[config.mk]
export PLATFORM = sky130hd
export DESIGN_NAME = pt_walker
export DESIGN_NICKNAME = d
export VERILOG_FILES = /design/src/rtl/ptw_pkg.sv /design/src/rtl/pt_addr_gen.sv /design/src/rtl/pt_entry_fields.sv /design/src/rtl/pt_walk_fsm.sv /design/src/rtl/pt_walker.sv
export SDC_FILE = /design/constraint.sdc
export NUM_CORES = 1
export LEC_CHECK = 0
export BUFFER_PORTS_ARGS = -buffer_cell sky130_fd_sc_hd__buf_4
export CELL_PAD_IN_SITES_DETAIL_PLACEMENT = 0
export CELL_PAD_IN_SITES_GLOBAL_PLACEMENT = 1
export CORE_ASPECT_RATIO = 0.5
export CORE_MARGIN = 2
export CORE_UTILIZATION = 36
export CTS_CLUSTER_DIAMETER = 150
export CTS_CLUSTER_SIZE = 40
export DETAILED_ROUTE_END_ITERATION = 8
export GPL_ROUTABILITY_DRIVEN = 1
export PLACE_DENSITY_LB_ADDON = 0.2
export SLEW_MARGIN = 20
export SYNTH_ARGS = -nofsm -noshare
export SYNTH_HDL_FRONTEND = slang
export SYNTH_SLANG_ARGS = --single-unit
[constraint.sdc]
create_clock -name clk -period 5.4 [get_ports clk]
set_input_delay 0.81 -clock clk [delete_from_list [all_inputs] [get_ports clk]]
set_output_delay 0.81 -clock clk [all_outputs]
set_load 0.01 [all_outputs]
[src/rtl/ptw_pkg.sv]
package ptw_pkg;
  localparam int PG_OFF_W    = 12;
  localparam int PTE_W       = 32;
  localparam int PTE_PRESENT = 0;
  localparam int PTE_REF     = 1;
  localparam int PTE_DIRTY   = 2;
  localparam int PTE_WRITE   = 3;

  typedef enum logic [2:0] {
    W_IDLE, W_ISSUE, W_WAIT, W_DONE, W_FAULT
  } walk_state_e;
endpackage

[src/rtl/pt_addr_gen.sv]
module pt_addr_gen #(
  parameter int VPN_W = 20,
  parameter int PA_W  = 32
) (
  input  logic [PA_W-1:0]  base,
  input  logic [VPN_W-1:0] vpn,
  output logic [PA_W-1:0]  addr
);
  localparam int SHIFT = $clog2(ptw_pkg::PTE_W / 8);

  logic [PA_W-1:0] scaled;

  always_comb begin
    scaled = '0;
    scaled[VPN_W+SHIFT-1:SHIFT] = vpn;
    addr = base + scaled;
  end
endmodule

[src/rtl/pt_entry_fields.sv]
module pt_entry_fields
  import ptw_pkg::*;
(
  input  logic [PTE_W-1:0]          pte,
  output logic                      present,
  output logic [PTE_W-PG_OFF_W-1:0] ppn,
  output logic [PTE_W-1:0]          marked
);
  always_comb begin
    present = pte[PTE_PRESENT];
    ppn     = pte[PTE_W-1:PG_OFF_W];
    marked  = pte;
    marked[PTE_REF]   = 1'b1;
    marked[PTE_DIRTY] = 1'b1;
  end
endmodule

[src/rtl/pt_walk_fsm.sv]
module pt_walk_fsm
  import ptw_pkg::*;
(
  input  logic clk,
  input  logic rst_n,
  input  logic req_valid,
  input  logic upd,
  input  logic mem_req_ready,
  input  logic mem_rsp_valid,
  input  logic rsp_present,
  output logic req_ready,
  output logic accept,
  output logic mem_req_valid,
  output logic capture,
  output logic done,
  output logic fault
);
  walk_state_e state_q, state_d;

  always_comb begin
    state_d = state_q;
    unique case (state_q)
      W_IDLE:  if (req_valid) state_d = W_ISSUE;
      W_ISSUE: if (mem_req_ready) state_d = W_WAIT;
      W_WAIT:  if (mem_rsp_valid) begin
                 if (upd || rsp_present) state_d = W_DONE;
                 else                    state_d = W_FAULT;
               end
      W_DONE:  state_d = W_IDLE;
      W_FAULT: state_d = W_IDLE;
      default: state_d = W_IDLE;
    endcase
  end

  always_ff @(posedge clk or negedge rst_n) begin
    if (!rst_n) state_q <= W_IDLE;
    else        state_q <= state_d;
  end

  assign req_ready     = (state_q == W_IDLE);
  assign accept        = req_ready && req_valid;
  assign mem_req_valid = (state_q == W_ISSUE);
  assign capture       = (state_q == W_WAIT) && mem_rsp_valid && !upd && rsp_present;
  assign done          = (state_q == W_DONE);
  assign fault         = (state_q == W_FAULT);

  a_r5_busy_after_accept: assert property (@(posedge clk) disable iff (!rst_n)
    (req_valid && req_ready) |=> !req_ready);
  a_r5_ready_after_end: assert property (@(posedge clk) disable iff (!rst_n)
    (done || fault) |=> req_ready);
  a_r8_exclusive: assert property (@(posedge clk) disable iff (!rst_n)
    !(done && fault));
  a_r8_done_pulse: assert property (@(posedge clk) disable iff (!rst_n)
    done |=> !done);
  a_r8_fault_pulse: assert property (@(posedge clk) disable iff (!rst_n)
    fault |=> !fault);
endmodule

[src/rtl/pt_walker.sv]
module pt_walker
  import ptw_pkg::*;
#(
  parameter int VA_W = 32,
  parameter int PA_W = 32
) (
  input  logic             clk,
  input  logic             rst_n,
  input  logic             cfg_base_we,
  input  logic [PA_W-1:0]  cfg_base_wdata,
  input  logic             req_valid,
  output logic             req_ready,
  input  logic [VA_W-1:0]  req_vaddr,
  input  logic             req_upd,
  input  logic [PTE_W-1:0] req_wdata,
  output logic             mem_req_valid,
  input  logic             mem_req_ready,
  output logic             mem_req_we,
  output logic [PA_W-1:0]  mem_req_addr,
  output logic [PTE_W-1:0] mem_req_wdata,
  input  logic             mem_rsp_valid,
  input  logic [PTE_W-1:0] mem_rsp_rdata,
  output logic             done,
  output logic             fault,
  output logic [PTE_W-1:0] out_pte,
  output logic [PTE_W-1:0] out_paddr
);
  localparam int VPN_W = VA_W - PG_OFF_W;
  localparam int PPN_W = PTE_W - PG_OFF_W;

  logic             rs_meta, rst_n_int;
  logic [PA_W-1:0]  base_q;
  logic [VPN_W-1:0] vpn_q;
  logic [PG_OFF_W-1:0] off_q;
  logic             upd_q;
  logic [PTE_W-1:0] wdata_q, pte_q;
  logic             accept, capture, rsp_present;
  logic             base_en;
  logic [PPN_W-1:0] rsp_ppn, res_ppn, wr_ppn;
  logic [PTE_W-1:0] rsp_marked, wr_marked;
  logic             wr_present;

  // reset asserted asynchronously, released through two flops
  always_ff @(posedge clk or negedge rst_n) begin
    if (!rst_n) begin
      rs_meta   <= 1'b0;
      rst_n_int <= 1'b0;
    end else begin
      rs_meta   <= 1'b1;
      rst_n_int <= rs_meta;
    end
  end

  assign base_en = cfg_base_we && req_ready;

  always_ff @(posedge clk or negedge rst_n_int) begin
    if (!rst_n_int)   base_q <= '0;
    else if (base_en) base_q <= cfg_base_wdata;
  end

  always_ff @(posedge clk or negedge rst_n_int) begin
    if (!rst_n_int) begin
      vpn_q   <= '0;
      off_q   <= '0;
      upd_q   <= 1'b0;
      wdata_q <= '0;
    end else if (accept) begin
      vpn_q   <= req_vaddr[VA_W-1:PG_OFF_W];
      off_q   <= req_vaddr[PG_OFF_W-1:0];
      upd_q   <= req_upd;
      wdata_q <= wr_marked;
    end
  end

  always_ff @(posedge clk or negedge rst_n_int) begin
    if (!rst_n_int)   pte_q <= '0;
    else if (accept)  pte_q <= wr_marked;
    else if (capture) pte_q <= mem_rsp_rdata;
  end

  pt_entry_fields u_wr_fields (
    .pte     (req_wdata),
    .present (wr_present),
    .ppn     (wr_ppn),
    .marked  (wr_marked)
  );

  pt_entry_fields u_rsp_fields (
    .pte     (mem_rsp_rdata),
    .present (rsp_present),
    .ppn     (rsp_ppn),
    .marked  (rsp_marked)
  );

  pt_addr_gen #(.VPN_W(VPN_W), .PA_W(PA_W)) u_addr (
    .base (base_q),
    .vpn  (vpn_q),
    .addr (mem_req_addr)
  );

  pt_walk_fsm u_fsm (
    .clk           (clk),
    .rst_n         (rst_n_int),
    .req_valid     (req_valid),
    .upd           (upd_q),
    .mem_req_ready (mem_req_ready),
    .mem_rsp_valid (mem_rsp_valid),
    .rsp_present   (rsp_present),
    .req_ready     (req_ready),
    .accept        (accept),
    .mem_req_valid (mem_req_valid),
    .capture       (capture),
    .done          (done),
    .fault         (fault)
  );

  assign mem_req_we    = upd_q;
  assign mem_req_wdata = wdata_q;
  assign res_ppn       = pte_q[PTE_W-1:PG_OFF_W];
  assign out_pte       = done ? pte_q : '0;
  assign out_paddr     = done ? {res_ppn, off_q} : '0;

  a_r4_hold_issue: assert property (@(posedge clk) disable iff (!rst_n_int)
    (mem_req_valid && !mem_req_ready) |=> (mem_req_valid && $stable(mem_req_addr)));
  a_r7_no_done_on_fault: assert property (@(posedge clk) disable iff (!rst_n_int)
    fault |-> (out_pte == '0 && !done));
endmodule

; ---- Word level (Yosys, flattened, before mapping)
; Index checks and enable logic that the tools add are counted.
; W data, S select, Z words.
[word_totals]
ff_bits = 134
in_bits = 135
out_inout_bits = 133
word_cells = 36
[op_classes]
addsub = 1
eq_ne = 7
mux = 9
reduce_logical = 10
[ops]
columns = cell, count
row1 = $mux W32, 4
row2 = $add A32 B22 Y32, 1
row3 = $mux W3, 4
row4 = $pmux W3 S3, 1
row5 = $eq A3 B2 Y1 const B, 2
row6 = $logic_and A1 B1 Y1, 5
row7 = $ne A2 B2 Y1 const B, 2
row8 = $eq A3 B1 Y1 const B, 1
row9 = $eq A3 B3 Y1 const B, 1
row10 = $logic_not A3 Y1, 1
row11 = $reduce_and A3 Y1, 1
row12 = $ne A2 B1 Y1 const B, 1
row13 = $reduce_bool A2 Y1, 1
row14 = $logic_not A1 Y1, 1
row15 = $logic_or A1 B1 Y1, 1

; ---- Longest topological paths before layout
; Gate-level depths: netlist of run 1.
[logic_depth]
ltp_word = 6
depth_mapped = 10
ltp_nobuf = 10

; ---- Modules after synthesis
; Synthesis of run 1 repeated with hierarchy kept, for this count alone.
[unflattened]
cells_unflattened = 806
hier_area_um2 = 8023.9
[by_module_without_submodules]
columns = mod, instances, cells_each, area_each_um2, seq_area_each_um2
row1 = pt_walker, 1, 447, 5510.3, 3278.1
row2 = pt_addr_gen, 1, 227, 1488.9, 0.0
row3 = pt_entry_fields, 2, 54, 401.6, 0.0
row4 = pt_walk_fsm, 1, 24, 221.5, 75.1

; ---- Worst setup path before layout of run 1
; No wires, ideal clock.
[synth_path]
path_type = register to output
start = register base_q[2]
end = output mem_req_addr[30]
arrival_time_ns = 2.166
required_ns = 4.590
path_slack_ns = 2.424
stages_incl_launch_ff = 11
n_path_buf = 0
path_cell_list = dfrtp_1 > ha_1 > inv_1 > fa_1 > nor2b_1 > o31a_1 > a21oi_2 > nor2_2 > o31ai_4 > a2111oi_4 > xor2_1
[synth_between]
elab_chain_len = 1
[synth_rtl]
columns = element, line
row1 = "start, declared", pt_walker.sv:32  ; logic [PA_W-1:0] base_q;
row2 = "start signal, assigned", pt_walker.sv:58  ; else if (base_en) base_q <= cfg_base_wdata;
row3 = $add A32 B22 Y32, pt_addr_gen.sv:16  ; addr = base + scaled;
row4 = "end, declared", pt_walker.sv:19  ; output logic [PA_W-1:0] mem_req_addr,
; Every way passes these cells.

; ---- Final worst setup path of run 1
[layout_path]
start = register vpn_q[0]
end = output mem_req_addr[30]
[layout_between]
elab_chain_len = 1
[layout_rtl]
columns = element, line
row1 = "start, declared", pt_walker.sv:33  ; logic [VPN_W-1:0] vpn_q;
row2 = "start signal, assigned", pt_walker.sv:68  ; vpn_q <= req_vaddr[VA_W-1:PG_OFF_W];
row3 = $add A32 B22 Y32, pt_addr_gen.sv:16
; Every way passes these cells.

==> results of run 1 <==
path summary, 6_finish.rpt:
kind | startpoint | endpoint | slack (ps) | cells past startpoint
min in group clk | rs_meta | rst_n_int | 360 | 0
hold reg to reg | rst_n_int | mem_req_we | 270 | 0
hold / removal | rst_n | rst_n_int | 160 | 1
setup / recovery | vpn_q[0] | mem_req_addr[30] | 1730 | 11
setup reg to reg | u_fsm.state_q[0] | pte_q[23] | 2970 | 3
max in group asynchronous | rst_n_int | off_q[8] | 3780 | 2
synthesized netlist by cell type, types with 2 or more instances:
cell type  count  area, um^2
a211oi_1       3        22.5
a21o_1         6        45.0
a21oi_1       25         125
a31oi_1        2        12.5
and2_1        47         294
and3_1         3        18.8
buf_2         17        85.1
buf_4         27         203
clkbuf_1      16        60.1
dfrtp_1      133        3330
ha_1          20         250
inv_1         10        37.5
mux2_2        30         338
mux2i_1       30         300
nand2_1      218         818
nand2b_1       2        12.5
nand3_1        6        30.0
nand3b_1       2        15.0
nand4_1        4        25.0
nor2_1        17        63.8
nor2_2         2        12.5
nor2b_1        3        18.8
nor3_1         2        10.0
nor3b_1        3        22.5
nor4b_1        2        17.5
o2111ai_1      3        26.3
o21a_1         2        15.0
o21ai_0       45         225
o21bai_1       2        15.0
xnor2_1       13         114
xor2_1        12         105
power by group through the flow:
stage	combinational [W]	clock, W	sequential (W)
floorplan	0.00204	0	0.00175
global placement	0.00330	0	0.00177
detailed placement	0.00334	0	0.00179
CTS	0.00335	0.00124	0.00178
global route	0.00368	0.00128	0.00183
finish	0.00330	0.00121	0.00176
sequential cells by signal, indices dropped and copies added (netlist names):
signal	flops
vpn_q	20
off_q	12
pte_q	32
base_q	32
rst_n_int	1
mem_req_we	1
rs_meta	1
mem_req_wdata	31
u_fsm.state_q	3
cells by family (layout without fill, tap and decap cells):
| kind of cell | after synthesis | count (layout) | synth area share |
|---|---|---|---|
| simple gates | 316 | 316 | 0.204 |
| xor+xnor | 25 | 25 | 0.0317 |
| compound gates | 103 | 103 | 0.0943 |
| flops | 133 | 133 | 0.482 |
| other cells | 1 | 1 | 0.000543 |
| fa+ha+maj | 21 | 21 | 0.0392 |
| mux | 60 | 60 | 0.0924 |
| buf+inv | 70 | 311 | 0.0558 |
cell type report:
cell class                 count  area (um^2)
timing repair buffer         270         2050
tap                          259          324
clock buffer                  18          439
fill                        1810         9060
clock inverter                13          171
multi-input combinational    526         3200
inverter                      10         37.5
sequential                   133         3330
routing by layer:
layer  track usage  part of all wire  vias to the layer above
met4        0.0558             0.011                        0
met3        0.0601             0.060                       16
met1         0.237              0.44                     2736
li1              -                 -                     2858
met2         0.323              0.49                      135
met5             0                 0                        -
cell usage in the layout (no fill, tap or decap), types with 10 or more instances in the layout:
cell type  instances
a21oi_1           25
and2_1            46
buf_4            269
clkbuf_16         17
dfrtp_1          132
ha_1              20
inv_1             10
mux2_2            30
mux2i_1           30
nand2_1          217
nor2_1            16
o21ai_0           45
xnor2_1           13
xor2_1            12
through the flow:
step,std cells,worst slack (ps)
floorplan,729,1420
global route,1229,1520
CTS,1228,1700
finish,1229,1730
global placement,1197,2180
detailed placement,1197,2170
==> impl_metrics.json, run 1 <==
{
  "first_global_vias": 5914,
  "cts_resized": 0,
  "diodes": 0,
  "hpwlAfterDp_um": 13600,
  "yosysWarnings": 0,
  "vdd_drop_max_mv": 0.215,
  "design_area_um2": 9550,
  "drive_gt1_frac": 0.359,
  "avgSynthCellArea_um2": 9.47,
  "syn_area_um2": 6900,
  "seq_area_frac_synth": 0.482,
  "cts.hold.buffers_added": 0,
  "routed_wl_um": 18900,
  "core_area_um2": 18600,
  "rsz0062_at_grt": "false",
  "dieArea_um2": 20400,
  "grt-ovfl-total": 0,
  "path_buf_inv": 2,
  "synth_edf_count": 0,
  "grtUsageTotal": 0.191,
  "path_cells": "ha_1 > inv_1 > fa_1 > nor2b_1 > o31a_1 > a21oi_2 > nor2_2 > o31ai_4 > a2111oi_4 > xor2_1 > buf_4",
  "place_congestion": 0.833,
  "drc": 0,
  "cts_made_buffers": 17,
  "postSynthCellCount": 729,
  "drt_iter0_drc": 215,
  "whs_ps": 155,
  "ant_nets": 0,
  "fmax_ghz": 0.273,
  "clock_path_buffers": 2,
  "design.portCount": 268,
  "power.density_nw_per_um2": 657,
  "tns_ps": 0,
  "die_h_um": 102,
  "fin_worst_skew_ps": 8.44,
  "intPower_w": 0.00377,
  "tightest_slew_ps": 1090,
  "start_util": 0.371,
  "drt_pass1_iterations": 4,
  "fin_total_pwr_w": 0.00627,
  "ys_seq_elements": 133,
  "setup_viol": 0,
  "dpl_cell_area_um2": 8910,
  "endpoint_kind": "output port",
  "viasPerCell": 4.67,
  "crit_family": "compound AO/OA/AOI/OAI gates",
  "cts_root_buf": "clkbuf_16",
  "combinationalPowerShare": 0.526,
  "synth-async-reset-ratio": 1.00,
  "antenna_found_initial": 0,
  "hold_class": "in -> async",
  "cpPeakStageDelay_ps": 400,
  "layout.nets": 1114,
  "grt_max_degree": 96,
  "status": "finished clean",
  "synthesis.nets": 885,
  "critical_path_arrival_ps": 2860,
  "cts_setup_buffers": 0,
  "die_x_um": 200,
  "power_switching_w": 0.00250,
  "yosysUniqueCellTypes": 53,
  "swShare": 0.399,
  "grt_pass1_wl_um": 30000,
  "final.period_utilization": 0.679,
  "wl_per_cell_um": 15.4,
  "p_leak_nw": 4.78,
  "cp_slowest_cell": "fa_1",
  "rows": 35,
  "slew_headroom": 0.271,
  "clkPwrFrac": 0.192,
  "crit_type": "reg -> out",
  "cts_tree": "built",
  "start_kind": "flop",
  "area_growth_syn_to_layout_pct": 38.3,
  "pwr-share-seq": 0.281,
  "hold_viol_final": 0,
  "period_minus_slack_ps": 3670,
  "clk_pin_slew_ps": 60,
  "cp_max_fo": 5,
  "insertion_delay_ps": 420,
  "io_buffers": 265,
  "slew_violations": 0,
  "routed-via-count": 5745,
  "cts_sinks": 133,
  "htree_levels": 4,
  "synthFlopType": "dfrtp_1",
  "final_util": 0.513,
  "drv_cap": 0,
  "critPathRequiredTime_ps": 4590
}
No activity file was read; power rests on OpenSTA's default activity.
==> run 2: changes to the inputs <==
Settings changed: CORE_UTILIZATION 36 to 33.
Clock period 5.4 ns to 3 ns, I/O delays scaled along.
==> run 2 against run 1 <==
  * The flow now finishes with violations (negative setup slack)
  * Cell count increased by 3.0%
  * Clock skew is 3.1 ps lower
  * Design area is 5.8% higher
  * Non-clock buffer count up 22
  * Via count grew 3.2%
  * First-iteration DRC count increased by 7.0%
  * Power is 97% higher
  * Sequential cell count unchanged
  * Critical endpoint unchanged
==> impl_metrics.json, run 2 (synthesis results as in run 1) <==
{
  "multiInputGateArea_um2": 3520,
  "clk_pin_slew_ps": 60,
  "status": "finished with violations",
  "fmax_ghz": 0.313,
  "cpPeakStageDelay_ps": 390,
  "rows": 37,
  "cts_made_buffers": 17,
  "critical_path_arrival_ps": 2740,
  "drv_cap": 0,
  "design.portCount": 268,
  "dieArea_um2": 22200,
  "cts_sinks": 133,
  "tightest_slew_ps": 815,
  "slew_headroom": 0.457,
  "routed_wl_um": 20400,
  "io_buffers": 265,
  "grtUsageTotal": 0.188,
  "cp_max_fo": 5,
  "period_minus_slack_ps": 3190,
  "htree_levels": 4,
  "violations": "negative setup slack",
  "worstHoldPathCells": 2,
  "final_cell_mix": "buf_4 (283), nand2_1 (215), dfrtp_1 (132)",
  "grt_max_degree": 96,
  "crit_type": "reg -> out",
  "swShare": 0.398,
  "first_global_vias": 6080,
  "final.period_utilization": 1.06,
  "die_x_um": 209,
  "final_util": 0.492,
  "path_cells": "ha_2 > inv_2 > fa_2 > nor2b_2 > o31a_1 > a21oi_2 > nor2_2 > o31ai_4 > a2111oi_4 > xor2_1 > buf_4",
  "drive_gt1_frac": 0.415,
  "cts_tree": "built",
  "seq_area_um2": 3330,
  "rr_worst_depth": 4,
  "insertion_delay_ps": 430,
  "hold_class": "in -> reg",
  "ant_nets": 0,
  "place_congestion": 0.801,
  "cp_slowest_cell": "fa_2",
  "drc": 0,
  "p_leak_nw": 4.96,
  "die_h_um": 106,
  "endpoint_kind": "output port",
  "pwr-share-seq": 0.262,
  "wl_per_cell_um": 16.1,
  "hold_viol_final": 0,
  "viasPerCell": 4.68,
  "drt_iter0_drc": 230,
  "intPower_w": 0.00743,
  "clock_path_buffers": 2,
  "routed-via-count": 5930,
  "critPathRequiredTime_ps": 2550,
  "core_area_um2": 20500,
  "start_kind": "flop",
  "layout.nets": 1136,
  "slew_violations": 0,
  "grt-ovfl-total": 0,
  "antenna_found_initial": 0,
  "hpwlAfterDp_um": 14100,
  "rsz0062_at_grt": "true",
  "vdd_drop_max_mv": 0.469,
  "grt_pass1_wl_um": 32400,
  "timing.final.ws_setup_ps": -191,
  "design_area_um2": 10100,
  "tns_ps": -1870,
  "cts_root_buf": "clkbuf_16",
  "dpl_cell_area_um2": 9000,
  "power_switching_w": 0.00492,
  "combinationalPowerShare": 0.562,
  "diodes": 0,
  "layout_commonest_cell": "buf_4",
  "drt_pass1_iterations": 4,
  "setup_viol": 17,
  "fin_total_pwr_w": 0.0123,
  "clkPwrFrac": 0.177,
  "start_util": 0.337,
  "fin_worst_skew_ps": 5.34,
  "fillers": 2013,
  "area_growth_syn_to_layout_pct": 46.3,
  "power.density_nw_per_um2": 1220
}
==> run 2: repair_timing <==
action,in CTS,in global routing
setup buffers,14,5
pin swaps,18,24
hold buffers,1,0
setup endpoints to repair,20,22
resized for setup,42,27
hold endpoints to repair,2,0
cloned,0,0
==> run 2: cell type report <==
class	count	share of cell area
clock buffer	20	0.0462
timing repair buffer	292	0.223
multi-input combinational	526	0.348
tap	273	0.0338
clock inverter	12	0.0150
inverter	10	0.00372
sequential	133	0.330
==> run 2: power groups by stage <==
stage / Sequential, W / Combinational (W) / Clock, W
floorplan: 0.00314 / 0.00368 / 0
finish: 0.00323 / 0.00694 / 0.00218
detailed placement: 0.00320 / 0.00610 / 0
global route: 0.00336 / 0.00763 / 0.00233
CTS: 0.00323 / 0.00670 / 0.00225
global placement: 0.00318 / 0.00605 / 0
==> run 2: path summary, 6_finish.rpt <==
kind / to / slack (ps) / from
worst min-delay path: u_fsm.state_q[2] / 190 / mem_rsp_rdata[0]
worst min register to register: rst_n_int / 350 / rs_meta
min in group asynchronous: rs_meta / 360 / rst_n
worst max-delay path: mem_req_addr[30] / -190 / base_q[2]
worst max register to register: base_q[23] / 800 / u_fsm.state_q[0]
max in group asynchronous: u_fsm.state_q[1] / 1710 / rst_n_int
==> run 2: stage by stage <==
stage	hold slack, ps	instances	setup WS, ps
2_1_floorplan	154	729	384
3_3_place_gp	233	1216	132
3_5_place_dp	235	1216	85.1
4_1_cts	168	1261	-239
5_1_grt	187	1266	-389
6_report	191	1266	-191
==> run 2: critical path, delay by kind of cell (launching register included) <==
| kind | cells | cell delay, ps |
|---|---|---|
| adder cells (fa/ha/maj) | 2 | 580 |
| buffers and inverters | 2 | 180 |
| flip-flops | 1 | 350 |
| XOR/XNOR | 1 | 170 |
| AO/OA/AOI/OAI | 4 | 740 |
| AND/OR/NAND/NOR | 2 | 270 |
==> run 2: metal layers <==
metal / vias up / global-route usage / routed length (um)
met5: - / 0 / 0
met3: 16 / 0.0668 / 1260
met2: 126 / 0.313 / 10000
met1: 2886 / 0.233 / 8890
li1: 2902 / - / -
met4: 0 / 0.0526 / 214
==> run 3: changes to the inputs <==
Clock period 3 ns to 2.73 ns, I/O delays scaled along.
==> run 3 against run 2 <==
  * The flow still finishes with violations (negative setup slack)
  * Register-to-register slack lost 170 ps
  * Worst setup slack lost 200 ps
  * Sequential power grew 9.9%
  * Sequential share of layout area shrank 0.49 points
  * Critical path depth is the same
  * Cell count grew 1.1%
  * Hold slack lost 36 ps
  * Die area is the same
  * Combinational power grew 15%
  * Routed wire length shrank 0.52%
  * Via count grew 0.44%
  * Clock power grew 12%
==> impl_metrics.json, run 3 (synthesis results as in run 1) <==
{
  "cp_max_fo": 5,
  "layout.nets": 1150,
  "dpl_cell_area_um2": 9180,
  "antenna_found_initial": 0,
  "routed-via-count": 5956,
  "hpwlAfterDp_um": 14500,
  "final_cell_mix": "buf_4 (296), nand2_1 (215), dfrtp_1 (132)",
  "drc": 0,
  "final.period_utilization": 1.14,
  "design_area_um2": 10300,
  "endpoint_kind": "output port",
  "rows": 37,
  "vdd_drop_max_mv": 0.523,
  "core_area_um2": 20500,
  "fmax_ghz": 0.320,
  "intPower_w": 0.00839,
  "fin_worst_skew_ps": 8.01,
  "fillers": 1923,
  "layout_commonest_cell": "buf_4",
  "drv_cap": 0,
  "cts_root_buf": "clkbuf_16",
  "hold_class": "in -> reg",
  "grt_pass1_wl_um": 32000,
  "placed_cells": 1238,
  "crit_type": "reg -> out",
  "start_kind": "flop",
  "ant_nets": 0,
  "diodes": 0,
  "power_switching_w": 0.00554,
  "status": "finished with violations",
  "cts_sinks": 133,
  "htree_levels": 4,
  "combinationalPowerShare": 0.570,
  "drive_gt1_frac": 0.428,
  "insertion_delay_ps": 430,
  "die_h_um": 106,
  "grt_max_degree": 82,
  "p_leak_nw": 5.04,
  "reg2reg_slack_ps": 630,
  "design.portCount": 268,
  "cts_made_buffers": 17,
  "io_buffers": 265,
  "first_global_vias": 6100,
  "timing.final.ws_setup_ps": -392,
  "clk_pin_slew_ps": 60,
  "drt_iter0_drc": 183,
  "drt_pass1_iterations": 4,
  "die_x_um": 209,
  "critPathRequiredTime_ps": 2320,
  "hold_viol_final": 0,
  "tns_ps": -5670,
  "wl_per_cell_um": 15.9,
  "fin_cells": 1280,
  "setup_viol": 23,
  "critical_path_arrival_ps": 2710,
  "viasPerCell": 4.65,
  "seq_area_um2": 3330,
  "tightest_slew_ps": 569,
  "violations": "negative setup slack",
  "slew_headroom": 0.620,
  "area_growth_syn_to_layout_pct": 48.5,
  "place_congestion": 0.818,
  "rsz0062_at_grt": "true",
  "slew_violations": 0,
  "swShare": 0.398,
  "whs_ps": 155,
  "grtUsageTotal": 0.186,
  "period_minus_slack_ps": 3120,
  "cts_tree": "built",
  "pwr-share-seq": 0.255,
  "multiInputGateArea_um2": 3550,
  "grt-ovfl-total": 0,
  "start_util": 0.337,
  "routed_wl_um": 20300,
  "dieArea_um2": 22200,
  "clkPwrFrac": 0.175,
  "clock_path_buffers": 2,
  "power.density_nw_per_um2": 1360
}
## run 3: area by class of cell
type	count	share of cell area
inverters	10	0.00366
repair buffers	306	0.231
flip-flops and latches	133	0.325
clock buffers	19	0.0442
multi-input cells	526	0.347
clock inverters	13	0.0162
well taps	273	0.0333
## run 3: metrics by stage
| stage | setup WS [ps] | util | power (W) |
|---|---|---|---|
| final | -392 | 0.500 | 0.0139 |
| after global routing | -570 | 0.500 | 0.0150 |
| after CTS | -466 | 0.491 | 0.0137 |
| after detailed placement | -102 | 0.448 | 0.0106 |
| after global placement | -76.0 | 0.448 | 0.0105 |
| after floorplan | 155 | - | 0.00750 |
## run 3: timing repair
item                                   in CTS  in global routing
hold buffers                                1                  0
endpoints found under the hold margin       2                  0
buffers inserted                            5                  7
setup endpoints to repair                  23                 24
resized for setup                          45                 24
pin swaps                                  35                 25
## run 3: power groups by stage
stage               clock network, W  logic, W  registers [W]
finish                       0.00244   0.00795        0.00355
global route                 0.00261   0.00869        0.00368
CTS                          0.00250   0.00765        0.00353
detailed placement                 0   0.00708        0.00351
global placement                   0   0.00702        0.00349
floorplan                          0   0.00404        0.00346
## run 3: worst paths after layout
check,start,to,cells after the start
setup / recovery,vpn_q[0],mem_req_addr[30],11
hold / removal,mem_rsp_rdata[0],u_fsm.state_q[2],2
setup reg to reg,u_fsm.state_q[0],pte_q[9],5
hold reg to reg,rst_n_int,pte_q[3],0
max in group asynchronous,rst_n_int,base_q[10],1
min in group asynchronous,rst_n_int,pte_q[3],0
## run 3: worst max-delay path: stages (launching register included)
cell       delay, ps
dfrtp_1          410
ha_4             170
inv_2             50
fa_2             190
nor2b_2           40
o31a_1           290
a21oi_2          240
nor2_2            70
o31ai_4          350
a2111oi_4        140
xor2_1           180
buf_4            150
## run 3: routing by layer
metal / track usage / wire length [um] / vias to the layer above / part of all wire
li1: - / - / 2931 / -
met1: 0.226 / 8960 / 2882 / 0.44
met2: 0.316 / 9930 / 122 / 0.49
met3: 0.0635 / 1120 / 21 / 0.055
met4: 0.0566 / 290 / 0 / 0.014
met5: 0 / 0 / - / 0
